===== src/rtl/sar_pkg.sv =====
package sar_pkg;
  typedef enum logic [1:0] {
    PH_IDLE   = 2'd0,
    PH_SAMPLE = 2'd1,
    PH_TRIAL  = 2'd2,
    PH_PAD    = 2'd3
  } sar_phase_e;
endpackage


===== src/rtl/sar_tick_gen.sv =====
module sar_tick_gen (
  input  logic clk_i,
  input  logic rst_ni,
  input  logic run_i,
  input  logic half_i,
  output logic tick_o
);
  logic div_q;

  always_ff @(posedge clk_i or negedge rst_ni) begin
    if (!rst_ni)     div_q <= 1'b0;
    else if (!run_i) div_q <= 1'b0;
    else             div_q <= ~div_q;
  end

  // half rate: tick on every second busy cycle
  assign tick_o = run_i && (!half_i || div_q);
endmodule


===== src/rtl/sar_timer.sv =====
module sar_timer
  import sar_pkg::*;
#(
  parameter int unsigned T_TOTAL  = 27,
  parameter int unsigned T_SAMPLE = 6,
  parameter int unsigned RES_BITS = 8
) (
  input  logic       clk_i,
  input  logic       rst_ni,
  input  logic       go_i,
  input  logic       tick_i,
  output logic       busy_o,
  output sar_phase_e phase_o,
  output logic       last_o
);
  localparam int unsigned CNT_W = $clog2(T_TOTAL);

  logic [CNT_W-1:0] cnt_q;
  logic             busy_q;

  assign last_o = busy_q && tick_i && (cnt_q == CNT_W'(T_TOTAL - 1));

  always_ff @(posedge clk_i or negedge rst_ni) begin
    if (!rst_ni) begin
      cnt_q  <= '0;
      busy_q <= 1'b0;
    end else if (go_i) begin
      cnt_q  <= '0;
      busy_q <= 1'b1;
    end else if (last_o) begin
      cnt_q  <= '0;
      busy_q <= 1'b0;
    end else if (busy_q && tick_i) begin
      cnt_q  <= cnt_q + 1'b1;
    end
  end

  always_comb begin
    if (!busy_q)                                      phase_o = PH_IDLE;
    else if (cnt_q < CNT_W'(T_SAMPLE))                phase_o = PH_SAMPLE;
    else if (cnt_q < CNT_W'(T_SAMPLE + RES_BITS))     phase_o = PH_TRIAL;
    else                                              phase_o = PH_PAD;
  end

  assign busy_o = busy_q;
endmodule


===== src/rtl/sar_reg.sv =====
module sar_reg #(
  parameter int unsigned RES_BITS = 8
) (
  input  logic                clk_i,
  input  logic                rst_ni,
  input  logic                clear_i,
  input  logic                tick_i,
  input  logic                trial_en_i,
  input  logic                drive_i,
  input  logic                cmp_below_i,
  output logic [RES_BITS-1:0] code_o,
  output logic [RES_BITS-1:0] trial_o
);
  logic [RES_BITS-1:0] code_q;
  logic [RES_BITS-1:0] mask_q;   // one-hot bit under test

  always_ff @(posedge clk_i or negedge rst_ni) begin
    if (!rst_ni) begin
      code_q <= '0;
      mask_q <= '0;
    end else if (clear_i) begin
      code_q <= '0;
      mask_q <= {1'b1, {(RES_BITS-1){1'b0}}};
    end else if (tick_i && trial_en_i) begin
      if (!cmp_below_i) code_q <= code_q | mask_q;
      mask_q <= mask_q >> 1;
    end
  end

  assign code_o  = code_q;
  assign trial_o = drive_i ? (code_q | (trial_en_i ? mask_q : '0)) : '0;
endmodule


===== src/rtl/sar_seq_top.sv =====
module sar_seq_top
  import sar_pkg::*;
#(
  parameter int unsigned RES_BITS = 8,
  parameter int unsigned N_CH     = 8,
  parameter int unsigned T_TOTAL  = 27,
  parameter int unsigned T_SAMPLE = 6,
  localparam int unsigned CH_W    = $clog2(N_CH)
) (
  input  logic                clk_i,
  input  logic                rst_ni,
  input  logic                start_i,
  input  logic [CH_W-1:0]     chan_i,
  input  logic                clk_half_i,
  input  logic                cmp_below_i,
  output logic [CH_W-1:0]     sel_o,
  output logic [RES_BITS-1:0] trial_o,
  output logic [RES_BITS-1:0] result_o,
  output logic                done_o,
  output logic                irq_o,
  output logic                busy_o
);
  logic                busy_w, tick_w, last_w, go_w;
  logic                half_q, done_q, irq_q;
  logic [CH_W-1:0]     chan_q;
  logic [RES_BITS-1:0] code_w, result_q;
  logic                sample_w, trial_en_w, drive_w;
  sar_phase_e          phase_w;

  assign go_w       = start_i && !busy_w;
  assign sample_w   = (phase_w == PH_SAMPLE);
  assign trial_en_w = (phase_w == PH_TRIAL);
  assign drive_w    = (phase_w == PH_TRIAL) || (phase_w == PH_PAD);

  sar_tick_gen u_tick (
    .clk_i  (clk_i),
    .rst_ni (rst_ni),
    .run_i  (busy_w),
    .half_i (half_q),
    .tick_o (tick_w)
  );

  sar_timer #(
    .T_TOTAL  (T_TOTAL),
    .T_SAMPLE (T_SAMPLE),
    .RES_BITS (RES_BITS)
  ) u_timer (
    .clk_i   (clk_i),
    .rst_ni  (rst_ni),
    .go_i    (go_w),
    .tick_i  (tick_w),
    .busy_o  (busy_w),
    .phase_o (phase_w),
    .last_o  (last_w)
  );

  sar_reg #(
    .RES_BITS (RES_BITS)
  ) u_sar (
    .clk_i       (clk_i),
    .rst_ni      (rst_ni),
    .clear_i     (go_w),
    .tick_i      (tick_w),
    .trial_en_i  (trial_en_w),
    .drive_i     (drive_w),
    .cmp_below_i (cmp_below_i),
    .code_o      (code_w),
    .trial_o     (trial_o)
  );

  always_ff @(posedge clk_i or negedge rst_ni) begin
    if (!rst_ni) begin
      chan_q   <= '0;
      half_q   <= 1'b0;
      result_q <= '0;
      done_q   <= 1'b0;
      irq_q    <= 1'b0;
    end else begin
      irq_q <= last_w;
      if (go_w) begin
        chan_q <= chan_i;
        half_q <= clk_half_i;
        done_q <= 1'b0;
      end else if (last_w) begin
        result_q <= code_w;
        done_q   <= 1'b1;
      end
    end
  end

  assign sel_o    = chan_q;
  assign result_o = result_q;
  assign done_o   = done_q;
  assign irq_o    = irq_q;
  assign busy_o   = busy_w;
endmodule


===== config.mk =====
export PLATFORM = sky130hd
export DESIGN_NAME = sar_seq_top
export DESIGN_NICKNAME = d
export VERILOG_FILES = /design/src/rtl/sar_pkg.sv /design/src/rtl/sar_tick_gen.sv /design/src/rtl/sar_timer.sv /design/src/rtl/sar_reg.sv /design/src/rtl/sar_seq_top.sv
export SDC_FILE = /design/constraint.sdc
export NUM_CORES = 1
export LEC_CHECK = 0
export ABC_AREA = 1
export CAP_MARGIN = 20
export CORE_MARGIN = 1.5
export CORE_UTILIZATION = 50
export CTS_CLUSTER_SIZE = 20
export DETAILED_ROUTE_END_ITERATION = 10
export PLACE_DENSITY = 0.82
export SYNTH_ARGS = -nofsm -noshare
export SYNTH_HDL_FRONTEND = slang
export SYNTH_SLANG_ARGS = --single-unit

===== constraint.sdc =====
create_clock -name clk_i -period 2.92 [get_ports clk_i]
set_clock_uncertainty 0.2 [all_clocks]
set_input_delay 0.584 -clock clk_i [delete_from_list [all_inputs] [get_ports clk_i]]
set_output_delay 0.584 -clock clk_i [all_outputs]
set_load 0.01 [all_outputs]

==> qor.yml <==
run_status:
  outcome: "finished clean"
sta:
  ratio_of_final_minimum_period_to_clock_period_pct: 93.43
  timing.setup.tns_ns: 0
  setup-violations-final: 0
  hold_slack_ns: 0.2486
  timing.fmax_ghz: 0.3665
  timing.final.hold_violations: 0
  rsz0062_at_grt: "false"
  drv_slew: 0
  slew_at_the_pin_closest_to_its_max_slew_limit_ns: 0.4958
  worst_slew_margin_rel_pct: 66.83
  finalWorstPathRequiredPeriod_ns: 2.728
critical_path:
  arrival_ns: 1.94
  setup.worst_path.end_class: "output pin"
  worst-endpoint-required_ns: 2.14
  crit_fanout: 17
  crit_path_start_kind: "flip-flop"
  setup.worst_path.class: "reg2out"
synthesis:
  synth.ff_latch_count: 37
  synthesis.area_mm2: 0.001762
  postSynthCellCount: 210
  yosysWarnings: 0
  synth.avg_cell_area_um2: 8.389
  synth.yosys.seq_area_share_pct: 52.56
  mappedNetlistNets: 220
  synthDistinctLibCells: 20
global_route:
  grt_antenna_before_repair: 0
  global_route.usage.total_pct: 20.51
  grt_pass1_vias: 1386
  grt_pass1_wl_um: 6203
  grt_overflow: 0
  grt_max_degree: 38
cts:
  ctsHtreeMaxLevel: 2
  tritoncts: "done"
  clock_tree.root_cell: "clkbuf_4"
  clk_buf_depth: 2
  post_cts_resize_count: 1
  worst_setup_hold_path_clk_slew_ns: 0.10
  cts_hold_buffers: 0
  clock_sinks: 37
  postCtsSetupBuffers: 0
  clock_insertion_delay_worst_skew_ns: 0.34
  cts_buffers: 5
route:
  drt_iter0_drc: 50
  post_drt_via_cell_ratio: 4.872
  route.detailed.wl_per_inst_um: 11.63
  highest-signal-layer: "met4"
  ant_nets: 0
  drt_wl_total_um: 3362
  met3_length_um: 152
  drt_pre_antenna_iters: 4
  detailroute.via_count: 1408
  detail_route.drc_violations: 0
  routed-wl-met2_um: 1614
  met1Wirelength_um: 1524
floorplanning:
  pin_count: 30
  floorplan.die.width_um: 62.36
  placement_rows: 21
  core_region_area_mm2: 0.003363
  die_area_mm2: 0.003889
  initial_standard_cell_utilization_of_the_core_pct: 52.38
  die_h_um: 62.36
layout:
  number_of_nets_in_the_layout: 252
  flow.area_growth_from_synthesis_pct: 20.53
  drive_gt1_share_pct: 11.93
  fillCellCount: 316
  finish.cell_count_without_fillers: 289
  n_antenna_cell: 0
place:
  detailed_place_hpwl_um: 2402
  placed_cells_incl_taps: 281
  port_buffers: 29
  gp_congestion: 0.8534
flow_run:
  timing.max_cap.violations: 0
power_and_ir_drop:
  vdd_ir_drop_max_v: 0.0004907
  power-per-cell-area_mw_per_mm2: 970.8
  power_mw: 2.061
  power_leakage_nw: 1.087
min_path:
  worstHoldPathType: "reg2reg"
-- through the flow --
step                util (%)  area, µm²  setup slack (ns)
CTS                    62.98       2118           0.08063
global placement       61.46       2067            0.4516
detailed placement     61.46       2067            0.3866
floorplan                  -       1762             1.132
finish                 63.13       2123            0.1917
global route           63.13       2123           0.01403
-- report_power, final --
group          switching, mW  total, mW  internal, mW
logic                  0.591       1.00         0.414
registers              0.117      0.802         0.685
clock network          0.158      0.254        0.0960
total                  0.866       2.06          1.19
-- critical path, cell delays in order, from the launching register on --
cell and delay (ns):
dfrtp_1 0.42, nand2_1 0.12, nand2_4 0.19, nand2_2 0.15
a21oi_1 0.16, clkdlybuf4s50_1 0.56
-- path summary, 6_finish.rpt --
kind                                              start                         end  slack, ns  depth (start not counted)
max in group asynchronous                        rst_ni     result_o[4]$_DFFE_PN0P_       1.74                          2
min in group asynchronous                        rst_ni        sel_o[1]$_DFFE_PN0P_       0.46                          2
hold / removal                   u_tick.div_q$_DFF_PN0_      u_tick.div_q$_DFF_PN0_       0.25                          1
setup / recovery           u_timer.cnt_q[1]$_DFFE_PN0P_                  trial_o[4]       0.19                          5
setup reg to reg           u_timer.cnt_q[0]$_DFFE_PN0P_  u_timer.busy_o$_DFFE_PN0P_       1.22                          7
hold reg to reg                  u_tick.div_q$_DFF_PN0_      u_tick.div_q$_DFF_PN0_       0.25                          1
-- Yosys cell counts (all sizes together) --
| master | number | area share [%] |
|---|---|---|
| nand2 | 79 | 18 |
| inv | 26 | 5.5 |
| buf | 6 | 3.3 |
| a21oi | 11 | 3.3 |
| xor2 | 1 | 0.50 |
| nor2 | 16 | 3.8 |
| dfrtp | 37 | 53 |
| nand4 | 8 | 2.8 |
| o21ai | 9 | 4.3 |
| nand3 | 14 | 4.0 |
| or2 | 1 | 0.36 |
| ha | 2 | 1.4 |
-- cells by family after synthesis --
| group | Yosys count | synth area share, % |
|---|---|---|
| buffers and inverters | 32 | 8.807 |
| flip-flops | 37 | 52.56 |
| adder cells (fa/ha/maj) | 2 | 1.420 |
| AND/OR/NAND/NOR | 118 | 29.12 |
| AO/OA/AOI/OAI | 20 | 7.600 |
| XOR/XNOR | 1 | 0.4972 |
-- area by class of cell --
| type | instances | area (µm²) | area share (%) |
|---|---|---|---|
| multi-input combinational | 141 | 688.2 | 32.41 |
| clock buffer | 8 | 48.80 | 2.298 |
| sequential | 37 | 925.9 | 43.61 |
| inverter | 26 | 97.59 | 4.596 |
| timing repair buffer | 31 | 305.3 | 14.38 |
| tap | 46 | 57.56 | 2.711 |
-- registers in the layout, indices dropped and copies added, names as in the netlist --
name,count
result_o,8
u_sar.code_o,8
u_sar.mask_q,8
u_timer.cnt_q,5
sel_o,3
done_o,1
half_q,1
irq_o,1
u_tick.div_q,1
u_timer.busy_o,1
-- layer usage --
| metal | GRT usage, % | vias up |
|---|---|---|
| met3 | 5.435 | 7 |
| met1 | 25.78 | 643 |
| met4 | 9.167 | 0 |
| met5 | 0 | - |
| met2 | 33.42 | 34 |
| li1 | - | 724 |
-- layout by cell type, fill, tap and decap left out, types with 2 or more instances in the layout --
| cell | synthesis | routed |
|---|---|---|
| dfrtp_1 | 37 | 37 |
| nand3_1 | 14 | 14 |
| nand2_1 | 72 | 71 |
| a21oi_1 | 10 | 10 |
| clkbuf_1 | 0 | 3 |
| inv_2 | 2 | 3 |
| o21ai_2 | 8 | 8 |
| nand2_2 | 6 | 6 |
| inv_1 | 24 | 23 |
| nor2_1 | 15 | 15 |
| clkdlybuf4s50_1 | 0 | 29 |
| nand4_1 | 8 | 8 |
| buf_4 | 1 | 2 |
| nand2_4 | 1 | 2 |
| ha_1 | 2 | 2 |
| clkbuf_4 | 0 | 5 |
Note: power is estimated with default switching activity, not from simulation.
